<file path="src/rtl/flut_pkg.sv">
package flut_pkg;
    localparam int LUT_K        = 6;
    localparam int CFG_DW       = 16;
    localparam int BUS_W        = 16;
    localparam int WORD_AW      = 3;
    localparam int TT_BITS      = 1 << LUT_K;
    localparam int TT_WORDS     = TT_BITS / CFG_DW;
    localparam int SEL_W        = $clog2(BUS_W);
    localparam int SEL_PER_WORD = CFG_DW / SEL_W;
    localparam int CTL_WORD     = TT_WORDS;
    localparam int SEL_BASE     = TT_WORDS + 1;

    typedef struct packed {
        logic [TT_BITS-1:0]              tt;
        logic                            split;
        logic                            reg_en;
        logic [LUT_K-1:0][SEL_W-1:0]     sel;
    } lut_cfg_t;

    typedef struct packed {
        lut_cfg_t shd;
        lut_cfg_t act;
    } cfg_state_t;

    typedef struct packed {
        logic a;
        logic b;
    } lut_out_t;
endpackage

</file>
<file path="src/rtl/flut_cfg_store.sv">
module flut_cfg_store
    import flut_pkg::*;
(
    input  logic                clk,
    input  logic                rst_n,
    input  logic                wr_en,
    input  logic [WORD_AW-1:0]  word,
    input  logic [CFG_DW-1:0]   data,
    input  logic                commit,
    output lut_cfg_t            active
);
    cfg_state_t st_d, st_q;

    always_comb begin
        st_d = st_q;
        if (wr_en) begin
            for (int w = 0; w < TT_WORDS; w++) begin
                if (word == WORD_AW'(w))
                    st_d.shd.tt[w*CFG_DW +: CFG_DW] = data;
            end
            if (word == WORD_AW'(CTL_WORD)) begin
                st_d.shd.split  = data[0];
                st_d.shd.reg_en = data[1];
            end
            for (int k = 0; k < LUT_K; k++) begin
                if (word == WORD_AW'(SEL_BASE + k / SEL_PER_WORD))
                    st_d.shd.sel[k] = data[(k % SEL_PER_WORD)*SEL_W +: SEL_W];
            end
        end
        if (commit)
            st_d.act = st_q.shd;
    end

    always_ff @(posedge clk) begin
        if (!rst_n) st_q <= '0;
        else        st_q <= st_d;
    end

    assign active = st_q.act;

    // active set holds without a commit
    a_r6_hold_without_commit: assert property (@(posedge clk) disable iff (!rst_n)
        !commit |=> $stable(st_q.act));

    // commit copies the pre-edge shadow
    a_r6_commit_copies: assert property (@(posedge clk) disable iff (!rst_n)
        commit |=> (st_q.act == $past(st_q.shd)));
endmodule

</file>
<file path="src/rtl/flut_cell.sv">
module flut_cell
    import flut_pkg::*;
(
    input  logic              clk,
    input  logic              rst_n,
    input  lut_cfg_t          cfg,
    input  logic [BUS_W-1:0]  blk_in,
    output logic              out_a,
    output logic              out_b
);
    logic [LUT_K-1:0]   x;
    logic [LUT_K-2:0]   lo;
    lut_out_t           look;
    lut_out_t           oreg_d, oreg_q;

    always_comb begin
        for (int k = 0; k < LUT_K; k++)
            x[k] = blk_in[cfg.sel[k]];
    end

    assign lo = x[LUT_K-2:0];

    always_comb begin
        if (cfg.split) begin
            look.a = cfg.tt[{1'b0, lo}];
            look.b = cfg.tt[{1'b1, lo}];
        end else begin
            look.a = cfg.tt[x];
            look.b = 1'b0;
        end
    end

    always_comb begin
        oreg_d = look;
    end

    always_ff @(posedge clk) begin
        if (!rst_n) oreg_q <= '0;
        else        oreg_q <= oreg_d;
    end

    assign out_a = cfg.reg_en ? oreg_q.a : look.a;
    assign out_b = cfg.reg_en ? oreg_q.b : look.b;

    // second output idle in whole mode
    a_r2_b_idle_whole: assert property (@(posedge clk) disable iff (!rst_n)
        (!cfg.split && !cfg.reg_en) |-> (out_b == 1'b0));

    // registered output lags the lookup by one edge
    a_r7_reg_latency: assert property (@(posedge clk) disable iff (!rst_n)
        (cfg.reg_en && $past(cfg.reg_en) && $stable(cfg.tt)) |->
            (out_a == $past(look.a) && out_b == $past(look.b)));

    // top input has no effect in split mode
    a_r3_top_input_ignored: assert property (@(posedge clk) disable iff (!rst_n)
        (cfg.split && !cfg.reg_en && $past(cfg.split) && $past(!cfg.reg_en) &&
         $stable(lo) && $stable(cfg.tt)) |-> ($stable(out_a) && $stable(out_b)));
endmodule

</file>
<file path="src/rtl/flut_cluster.sv">
module flut_cluster
    import flut_pkg::*;
#(
    parameter int NUM_LUT = 8,
    localparam int LUT_AW = (NUM_LUT > 1) ? $clog2(NUM_LUT) : 1
) (
    input  logic                 clk,
    input  logic                 rst_n,
    input  logic [BUS_W-1:0]     blk_in,
    input  logic                 cfg_we,
    input  logic [LUT_AW-1:0]    cfg_lut,
    input  logic [WORD_AW-1:0]   cfg_word,
    input  logic [CFG_DW-1:0]    cfg_data,
    input  logic                 cfg_commit,
    output logic [NUM_LUT-1:0]   out_a,
    output logic [NUM_LUT-1:0]   out_b
);
    logic [NUM_LUT-1:0] sel_we;

    for (genvar i = 0; i < NUM_LUT; i++) begin : g_lut
        lut_cfg_t cfg_act;

        assign sel_we[i] = cfg_we && (cfg_lut == LUT_AW'(i));

        flut_cfg_store u_store (
            .clk    (clk),
            .rst_n  (rst_n),
            .wr_en  (sel_we[i]),
            .word   (cfg_word),
            .data   (cfg_data),
            .commit (cfg_commit),
            .active (cfg_act)
        );

        flut_cell u_cell (
            .clk    (clk),
            .rst_n  (rst_n),
            .cfg    (cfg_act),
            .blk_in (blk_in),
            .out_a  (out_a[i]),
            .out_b  (out_b[i])
        );
    end

    // at most one table is addressed per write
    a_r6_one_target: assert property (@(posedge clk) disable iff (!rst_n)
        $onehot0(sel_we));

    // outputs read zero in the first cycle after reset
    a_r1_reset_zero: assert property (@(posedge clk)
        !rst_n |=> (out_a == '0 && out_b == '0));
endmodule

</file>
<file path="config.mk">
export PLATFORM = sky130hd
export DESIGN_NAME = flut_cluster
export DESIGN_NICKNAME = d
export VERILOG_FILES = /design/src/rtl/flut_pkg.sv /design/src/rtl/flut_cfg_store.sv /design/src/rtl/flut_cell.sv /design/src/rtl/flut_cluster.sv
export SDC_FILE = /design/constraint.sdc
export NUM_CORES = 2
export LEC_CHECK = 0
export BUFFER_PORTS_ARGS = -buffer_cell sky130_fd_sc_hd__clkbuf_2
export CELL_PAD_IN_SITES_DETAIL_PLACEMENT = 1
export CELL_PAD_IN_SITES_GLOBAL_PLACEMENT = 1
export CORE_AREA = 4 4 424 342
export DETAILED_ROUTE_END_ITERATION = 8
export DIE_AREA = 0 0 428 346
export GPL_ROUTABILITY_DRIVEN = 0
export PLACE_DENSITY = 0.81
export SYNTH_ARGS = -nofsm -noshare
export SYNTH_HDL_FRONTEND = slang
export SYNTH_SLANG_ARGS = --single-unit
</file>
<file path="constraint.sdc">
create_clock -name clk -period 3.5 [get_ports clk]
set_clock_uncertainty 0.1 [all_clocks]
set_input_delay 0.35 -clock clk [delete_from_list [all_inputs] [get_ports clk]]
set_output_delay 0.35 -clock clk [all_outputs]
set_load 0.01 [all_outputs]
</file>
==> flow_summary.json <==
{
  "pin_count": 58,
  "placement.io_buffers": 57,
  "required_ns": 4.09,
  "holdWs_ns": 0.1050,
  "drt-total-wl_mm": 237.1,
  "h-tree-depth": 4,
  "endpoint_kind": "register",
  "synth.avg_cell_area_sq_um": 8.991,
  "critical_path_arrival_ns": 5.08,
  "fmax_mhz": 222.5,
  "wire_per_inst_um": 25.72,
  "p_per_area_nw_per_um2": 480.3,
  "rsz0062_at_grt": "true",
  "place_hpwl_mm": 142.4,
  "synth_commonest_cells": "nand2_1, dfxtp_1, nor2_1, mux2i_1, a21oi_1",
  "crit_path_cell_trace": "mux4_2 -> mux2i_4 -> buf_6 -> mux2i_1 -> o2111ai_1 -> o31ai_1 -> or4_4 -> o41ai_4 -> nor2_2 -> buf_4 -> buf_4 -> buf_4 -> buf_4 -> buf_4 -> buf_4 -> buf_4 -> buf_4 -> buf_4 -> buf_4 -> buf_4 -> buf_4 -> buf_4 -> nor3_2",
  "via_per_inst": 6.070,
  "grt_max_degree": 94,
  "path_class": "reg -> reg",
  "drv_slew": 0,
  "die_w_um": 428,
  "synth_ff_type": "dfxtp_1",
  "synth_top_area_cell": "dfxtp_1",
  "drc": 0,
  "cts_tree": "built",
  "grt_overflow": 0,
  "synth_edf_count": 0,
  "drive_above_1_share_pct": 18.74,
  "p_int_mw": 27.02,
  "fin_crit_sh_pct": 128.4,
  "rows": 123,
  "tightest_slew_ns": 1.210,
  "grt_pass1_wl_mm": 354.3,
  "cts-buffers-inserted": 148,
  "max_stage_delay_ns": 0.57,
  "numClockSinks": 1456,
  "drv_cap": 0,
  "worst_path_most_repeated_cell": "buf_4",
  "grt_pass1_vias": 58280,
  "drt_iter0_drc": 5927,
  "peakVddDrop_mv": 0.3673,
  "worst_setup_path_start_kind": "register",
  "p_clk_share_pct": 45.3,
  "ys_seq_area_share_pct": 46.28,
  "clk_pin_slew_ns": 0.06,
  "dr.pass1.iters": 6,
  "num_vias": 55950,
  "setup_tns_ns": -13.74,
  "switching_share_pct": 24.93,
  "area_delta_synth_final_pct": 18.98,
  "insertion_delay_ns": 0.79,
  "ys_types": 73,
  "setup_violations": 17,
  "sequentialPowerShare_pct": 46.2,
  "crit_buf_inv": 14,
  "cp_max_fo": 3,
  "coreArea_sq_um": 140400,
  "status": "finished with violations",
  "fin_ws_ns": -0.9934,
  "initial_core_util_pct": 44.87,
  "min_path_type": "in -> reg",
  "synthesis.area_sq_um": 62980,
  "synth_area_leaders": "dfxtp_1, mux2i_1, nand2_1, mux4_2, a21oi_1",
  "cts_max_path_buffers": 3,
  "period_minus_slack_ns": 4.493,
  "cts-root-buf": "clkbuf_16",
  "violations": "setup timing",
  "power.switching_mw": 8.972,
  "relSlewSlack_pct": 19.36,
  "p_comb_share_pct": 8.5,
  "num-fill-cells": 15700,
  "antenna_found_initial": 14,
  "synth_top_area_share_pct": 46.28,
  "async_flop_share_pct": 0,
  "critPathTopFamily": "buffers and inverters",
  "syn_nets": 7047,
  "synthCells": 7005,
  "die_area_sq_um": 148100,
  "ys_warn_count": 0,
  "yosysMostFrequentCell": "nand2_1",
  "critPathSlowestCell": "mux4_2",
  "drtAntennaViolNets": 0,
  "die_h_um": 346,
  "nets": 7261,
  "p_leak_nw": 28.48,
  "ys_ff_latch": 1456,
  "grtUsageTotal_pct": 30.28,
  "final-hold-violation-count": 0
}
-- area by class of cell --
class	instances	area, sq um	share of cell area [%]
repair buffers	661	5992	7.996
clock inverters	46	549.3	0.7330
diodes	12	30.03	0.04007
multi-input cells	4928	32310	43.11
inverters	24	107.6	0.1436
well taps	1875	2346	3.131
clock buffers	216	4364	5.824
flip-flops and latches	1456	29240	39.02
-- path summary, 6_finish.rpt --
kind                                   start  cells after the start                          to  slack (ns)
setup / recovery  g_lut[4].u_store.active[1]                     23   g_lut[4].u_cell.oreg_q[0]       -0.99
hold / removal                   cfg_data[4]                      3  g_lut[3].u_store.st_q[152]        0.11
hold reg to reg   g_lut[4].u_store.st_q[163]                      2  g_lut[4].u_store.st_q[163]        0.35
setup reg to reg  g_lut[4].u_store.active[1]                     23   g_lut[4].u_cell.oreg_q[0]       -0.99
-- flip-flops by register name, summed over array words and instances, names as in the netlist --
register,cells
g_lut.u_cell.oreg_q,16
g_lut.u_store.active,720
g_lut.u_store.st_q,720
-- kinds of logic after synthesis --
family,after synthesis,synth area share [%]
AND/OR/NAND/NOR,2777,17.90
flip-flops,1456,46.28
multiplexers,1136,22.36
AO/OA/AOI/OAI,1015,9.214
buffers and inverters,621,4.247
-- power by group through the flow --
stage	Sequential, mW	Combinational (mW)	Clock [mW]
2_1_floorplan	17.0	1.51	0
3_3_place_gp	17.0	2.58	0
3_5_place_dp	17.0	2.66	0
4_1_cts	16.6	2.86	16.4
5_1_grt	16.6	3.13	17.1
6_report	16.6	3.06	16.3
-- routing by layer --
metal / vias to the layer above / routed length (um) / part of all wire [%] / track usage (%)
met5: - / 96 / 0.040 / 0
met2: 2610 / 110400 / 47 / 49.38
met4: 14 / 13370 / 5.6 / 16.79
li1: 24340 / - / - / -
met3: 863 / 19730 / 8.3 / 6.211
met1: 28120 / 93490 / 39 / 37.58
-- worst min-delay path, stage by stage --
cell	delay, ns
buf_4	0.39
nand2_1	0.15
a21oi_1	0.06
-- through the flow --
| step | util (%) | instances | power [mW] | worst slack [ns] | cell area (sq um) |
|---|---|---|---|---|---|
| floorplan | - | 7005 | 18.52 | 0.1076 | 62980 |
| global placement | 48.43 | 8874 | 19.61 | -0.6014 | 67980 |
| detailed placement | 48.43 | 8874 | 19.69 | -0.6617 | 67980 |
| CTS | 52.90 | 9197 | 35.88 | -0.9641 | 74250 |
| global route | 53.38 | 9213 | 36.90 | -1.090 | 74930 |
| finish | 53.39 | 9218 | 35.99 | -0.9934 | 74940 |
-- cells in the final DEF (no fill, tap or decap), drive strengths merged, types with 23 or more instances in the layout --
cell and n:
and3 49, nor2 914, nor2b 34, mux4 207, a21oi 730, mux2 30
clkinv 26, mux2i 899, a22oi 30, buf 627, nand2 1523, nor3 68
nand3 79, clkbuf 245, o21a 24, dfxtp 1456, o21ai 61, a211oi 23
a22o 33, inv 27
-- what timing repair did --
| action | CTS | global route |
|---|---|---|
| hold buffers | 5 | 0 |
| gates resized for setup | 233 | 131 |
| buffers inserted | 58 | 15 |
| gates cloned | 1 | 0 |
| setup endpoints to repair | 16 | 18 |
| hold endpoints to repair | 54 | 0 |
| pin swaps | 76 | 60 |
(Power assumes the default switching activity.)
